--- src/rtl/exc_entry_unit.sv ---
module exc_entry_unit #(
  parameter int PREFIX_HI = 43
) (
  input  logic        clk,
  input  logic        rst_n,
  input  logic        take_i,
  input  logic [3:0]  cause_i,
  input  logic [2:0]  reason_i,
  input  logic        is_store_i,
  input  logic [63:0] cia_i,
  input  logic [63:0] msr_i,
  input  logic [63:0] ea_i,
  output logic        redirect_valid_o,
  output logic [63:0] redirect_addr_o,
  output logic [63:0] save0_o,
  output logic [63:0] save1_o,
  output logic [63:0] msr_o,
  output logic [63:0] dar_o,
  output logic [63:0] dsisr_o,
  output logic        double_fault_o
);

  function automatic logic [63:0] pos(input int n);
    return 64'd1 << (63 - n);
  endfunction

  function automatic logic [63:0] span(input int a, input int b);
    logic [63:0] m;
    m = '0;
    for (int i = a; i <= b; i++) m |= pos(i);
    return m;
  endfunction

  localparam logic [63:0] ST_WIDE  = pos(0);
  localparam logic [63:0] ST_PFX   = pos(57);
  localparam logic [63:0] ST_RECOV = pos(62);
  localparam logic [63:0] ST_WIPE  = pos(45) | pos(48) | pos(49) | pos(50) | pos(52) |
                                     pos(53) | pos(54) | pos(55) | pos(58) | pos(59) | pos(62);
  localparam logic [63:0] KEEP1    = span(0, 32) | span(37, 41) | span(48, 63);
  localparam logic [63:0] HI_BASE  = span(0, PREFIX_HI);

  localparam logic [3:0] C_MCK = 4'd0, C_DST = 4'd1, C_IST = 4'd2, C_ALN = 4'd3,
                         C_PRG = 4'd4, C_FPU = 4'd5, C_SYS = 4'd6, C_FPA = 4'd7;

  logic        accept;
  logic [63:0] st_next, base, offs, save0_n, rsn1, rsn_ds;

  assign accept  = take_i && (cause_i < 4'd8);
  assign st_next = (msr_i & ~ST_WIPE) | ST_WIDE;
  assign base    = (st_next & ST_PFX) != '0 ? HI_BASE : '0;
  assign save0_n = (cause_i == C_SYS) ? cia_i + 64'd4 : cia_i;

  always_comb begin
    unique case (cause_i)
      C_MCK:   offs = 64'h200;
      C_DST:   offs = 64'h300;
      C_IST:   offs = 64'h400;
      C_ALN:   offs = 64'h600;
      C_PRG:   offs = 64'h700;
      C_FPU:   offs = 64'h800;
      C_SYS:   offs = 64'hC00;
      C_FPA:   offs = 64'hE00;
      default: offs = '0;
    endcase
  end

  always_comb begin
    rsn1 = '0;
    if (cause_i == C_IST) begin
      case (reason_i)
        3'd0:    rsn1 = pos(1);
        3'd1:    rsn1 = pos(3);
        3'd2:    rsn1 = pos(4);
        3'd3:    rsn1 = pos(10);
        default: rsn1 = '0;
      endcase
    end else if (cause_i == C_PRG) begin
      case (reason_i)
        3'd0:       rsn1 = pos(11);
        3'd1, 3'd4: rsn1 = pos(12);
        3'd2:       rsn1 = pos(13);
        3'd3:       rsn1 = pos(14);
        default:    rsn1 = '0;
      endcase
    end
  end

  always_comb begin
    case (reason_i)
      3'd0:    rsn_ds = pos(32);
      3'd1:    rsn_ds = pos(33);
      3'd2:    rsn_ds = pos(36);
      3'd3:    rsn_ds = pos(43);
      3'd4:    rsn_ds = pos(42);
      3'd5:    rsn_ds = pos(44);
      default: rsn_ds = '0;
    endcase
    if (is_store_i) rsn_ds |= pos(38);
  end

  always_ff @(posedge clk or negedge rst_n) begin
    if (!rst_n) begin
      redirect_valid_o <= 1'b0;
      redirect_addr_o  <= '0;
      save0_o          <= '0;
      save1_o          <= '0;
      msr_o            <= '0;
      dar_o            <= '0;
      dsisr_o          <= '0;
      double_fault_o   <= 1'b0;
    end else begin
      redirect_valid_o <= accept;
      double_fault_o   <= accept && ((msr_i & ST_RECOV) == '0);
      if (accept) begin
        redirect_addr_o <= base | offs;
        save0_o         <= save0_n;
        save1_o         <= (msr_i & KEEP1) | rsn1;
        msr_o           <= st_next;
        if (cause_i == C_DST) begin
          dar_o   <= ea_i;
          dsisr_o <= rsn_ds;
        end else if (cause_i == C_ALN) begin
          dar_o   <= ea_i;
          dsisr_o <= '0;
        end
      end
    end
  end

endmodule


--- config.mk ---
export PLATFORM = sky130hd
export DESIGN_NAME = exc_entry_unit
export DESIGN_NICKNAME = d
export VERILOG_FILES = /design/src/rtl/exc_entry_unit.sv
export SDC_FILE = /design/constraint.sdc
export NUM_CORES = 1
export LEC_CHECK = 0
export BUFFER_PORTS_ARGS = -buffer_cell sky130_fd_sc_hd__buf_2
export CAP_MARGIN = 20
export CELL_PAD_IN_SITES_DETAIL_PLACEMENT = 1
export CELL_PAD_IN_SITES_GLOBAL_PLACEMENT = 1
export CORE_AREA = 10 10 223 225
export DETAILED_ROUTE_END_ITERATION = 12
export DIE_AREA = 0 0 233 235
export PLACE_DENSITY = 0.7
export SLEW_MARGIN = 20
export SYNTH_ARGS = -nofsm -noshare
export SYNTH_HDL_FRONTEND = slang
export SYNTH_SLANG_ARGS = --single-unit
--- constraint.sdc ---
create_clock -name clk -period 3.5 [get_ports clk]
set_input_delay 0.35 -clock clk [delete_from_list [all_inputs] [get_ports clk]]
set_output_delay 0.35 -clock clk [all_outputs]
set_load 0.02 [all_outputs]
==> summary.md <==
| Metric | Value |
|---|---|
| Status | `complete, no violations` |
| Via Count | `~10,000` |
| # clock sinks | `213` |
| Headroom to the max-slew limit | `36.50%` |
| Kind of end point of the critical path | `register` |
| Number of endpoints failing setup at the final stage | `0` |
| Post-route antenna net violation count | `0` |
| Unrepaired setup endpoints after global routing | `false` |
| Number of hold violations in the final report | `0` |
| Post-placement cell count | `between 2,000 and 2,500` |
| Internal | `5.291 mW` |
| Net switching share of the total power | `35.31%` |
| Core area | `roughly 45,000 um2` |
| Floorplan die height | `~240 um` |
| Combinational fraction of design power | `26.7%` |
| Count of buffers from port buffering | `493` |
| Detailed-routing iteration count for the pre-antenna-repair pass | `4` |
| Summed instance area of the synthesized netlist | `about 11,000 um2` |
| Share of power burned in registers | `a little under two fifths` |
| Average cell area after synthesis | `~8.6 um2` |
| Reg2reg setup slack | `around 2.5 ns` |
| Pre-CTS WS | `approximately 0.34 ns` |
| CTS H-tree lvls | `1` |
| Setup Fix Bufs, Post-CTS | `0` |
| HPWL after detailed placement | `35.10 mm` |
| TritonCTS buffer count | `26` |
| Area of the die | `54,760 um2` |
| Static Leak | `a little under 8 nW` |
| Arr. time, crit path | `3.02 ns` |
| Root buffer cell | `clkbuf_16` |
| Final TNS setup | `0 ns` |
| Worst min-delay path category | `input port to register` |
| Max-slew violation count | `0` |
| End of the worst register-to-register path | `msr_o[6]` |
| Start of the worst register-to-register path | `msr_o[6]` |
| Final Non-Filler Cells | `2,381` |
| Number of placement rows | `78` |
| Share of the clock period used by the worst path after layout | `73.02%` |
| Clock network fraction of total power | `around 36%` |
| Wire length of the first global-routing pass | `71.85 mm` |
| Number of synthesized register bits | `roughly 210` |
| Top-level port count | `589` |
| Number of nets in the layout | `1,965` |
| Critical path endpoint | `save0_o[57]` |
| Distinct cell type count after synthesis | `39` |
| Path depth of the worst reg2reg path | `2` |
| Vias per std cell | `4.300` |
| Final Routed Wirelength | `47.93 mm` |
| Count of maximum capacitance violations | `0` |
| Count of unresolved DRC violations after routing | `0` |
| Number of antenna violations at the first check in global routing | `9` |
| Area Overhead vs Synth | `40.26%` |
| Worst VDD drop | `0.3115 mV` |
| Clk_skew | `0 ns` |
| Pwr Density | `545.6 nW/um2` |
| Overflow left after global routing | `0` |
| Final critical path time including I/O delays and setup | `2.556 ns` |
| Sequential area share after synthesis | `49.87%` |
| Start point of the critical path | `cause_i[0]` |
| Initial cell density of the core | `23.71%` |
| F_max | `391.3 MHz` |
| Detail-routed net length per standard cell | `about 20 um` |
| Die extent in x | `233 um` |
| Top post-synthesis cells by area | `dfrtp_1 50%, nand2_1 16%, buf_4 12%` |
| Placed cell areas | `12,900 um2` |
| Synth Warn # | `0` |
| Clk_lat worst skew | `0.54 ns` |
| Number of cells produced by synthesis | `1,243` |
| Final non-filler cell area | `about 15,000 um2` |
| Required time at the worst-slack endpoint | `3.96 ns` |
| Switching power total | `2.888 mW` |
| Global placement routability congestion | `0.7889` |
| Worst path setup slack after routing | `0.9443 ns` |
| GRT Resource Usage Total | `between 10% and 20%` |
| Worst-path clk slew | `0.06 ns` |
| Total power | `8.179 mW` |
| Worst-Margin Slew | `0.9525 ns` |
| Top cell type by total area after synthesis | `dfrtp_1` |
| Number of DRC markers after the initial detailed-route iteration | `441` |
| Via count of the first global-routing pass | `11,230` |
| Max clock buf depth | `3` |
| Type of the setup path with the least slack | `input port to register` |
| Pin count of the biggest net entering global routing | `about 120` |
| Kind of start point of the critical path | `input port` |
| Clock tree from TritonCTS | `yes` |
| Proportion of layout cells with a drive suffix above 1 | `32.11%` |
| Worst hold path cell count | `3` |
| Maximum net fanout on the critical path | `10` |
| Post-synth top area share | `49.87%` |
-- kinds of logic (layout without fill, tap and decap cells) --
family	Yosys count	in the layout	synth area share [%]
AOI/OAI and AO/OA	103	103	5.291
xor gates and xnor gates	47	47	3.851
adders and majority gates	7	7	0.8193
buffers and inverters	244	683	14.67
DFF	213	213	49.87
muxes	3	3	0.3043
other	1	100	0.03508
and+or+nand+nor	625	625	25.17
-- stage by stage --
| step | hold WS [ns] | util [%] |
|---|---|---|
| 6_report | 0.03045 | 33.25 |
| 5_1_grt | 0.007223 | 33.24 |
| 4_1_cts | 0.001029 | 33.20 |
| 3_5_place_dp | 0.3725 | 28.61 |
| 3_3_place_gp | 0.3714 | 28.61 |
| 2_1_floorplan | 0.05441 | - |
-- cell usage after synthesis (all sizes together) --
master,n
ha,7
dfrtp,213
a32o,1
nor2,30
nand3,20
or3,13
xor2,15
and2,2
or2,4
nor2b,1
nor3b,3
nand2,469
nand3b,2
nand4,22
xnor2,32
o31ai,3
nand2b,2
nor3,9
nand4b,3
a22o,5
or4,13
a31oi,15
o21ai,71
clkbuf,56
conb,1
nor4,19
and3,7
a21oi,8
buf,175
and3b,1
inv,13
mux2i,1
mux2,2
and4,5
-- worst max-delay path: stages --
cell and delay [ns]:
buf_2 0.12, inv_1 0.12, ha_1 0.24, nand4b_1 0.22
or4_1 0.68, or4_1 0.75, or3_1 0.38, a31oi_1 0.17
-- flip-flops by register name, indices dropped and copies added, names as in the netlist --
name and cells:
dar_o 64, save0_o 64, msr_o 53, save1_o 19, dsisr_o 7, redirect_addr_o 4
double_fault_o 1, redirect_valid_o 1
-- how the worst min path moves through the flow --
stage | start | end | slack (ns)
finish | ea_i[41] | dar_o[41] | 0.03
global route | ea_i[41] | dar_o[41] | 0.007
detailed placement | rst_n | dar_o[57] | 0.37
CTS | msr_i[5] | save1_o[5] | 0.001
floorplan | rst_n | dar_o[0] | 0.05
global placement | rst_n | dar_o[57] | 0.37
-- metal layers --
metal | vias up | routed length [um] | global-route usage (%)
li1 | 4788 | - | -
met1 | 4965 | 17500 | 17.60
met2 | 395 | 24580 | 30.32
met3 | 86 | 4136 | 5.418
met4 | 4 | 1688 | 6.160
met5 | - | 20 | 0
-- cell type report --
class	count	area, um2
Fill cell	5473	30100
Inverter	13	53.80
Sequential cell	213	5331
Tap cell	600	750.7
Antenna cell	6	15.01
Multi-Input combinational cell	879	4154
Clock inverter	19	245.2
Clock buffer	29	681.9
Timing Repair Buffer	622	3760
-- what timing repair did --
item	CTS	global route
setup endpoints to repair	0	0
resized for setup	0	0
hold endpoints to repair	181	0
hold buffers	114	0
-- cell usage in the layout (no fill, tap or decap), types with 9 or more instances in the layout --
cell type	n
buf_2	492
o21ai_1	20
or3_1	12
xnor2_1	32
inv_1	12
clkbuf_16	26
nor2_1	30
clkinv_2	9
o21ai_0	51
dlygate4sd3_1	114
nand3_1	20
nor4_1	19
buf_4	12
xor2_1	15
conb_1	94
a31oi_1	15
nand2_1	469
nand4_1	20
dfrtp_1	212
or4_1	11
-- power by group through the flow --
stage | logic (mW) | clock network [mW] | registers (mW)
final | 2.18 | 2.93 | 3.07
after global routing | 2.36 | 3.15 | 3.12
after CTS | 2.19 | 3.04 | 3.05
after detailed placement | 2.08 | 0 | 3.10
after global placement | 2.04 | 0 | 3.07
after floorplan | 0.875 | 0 | 3.54
No activity file was read; power rests on OpenSTA's default activity.
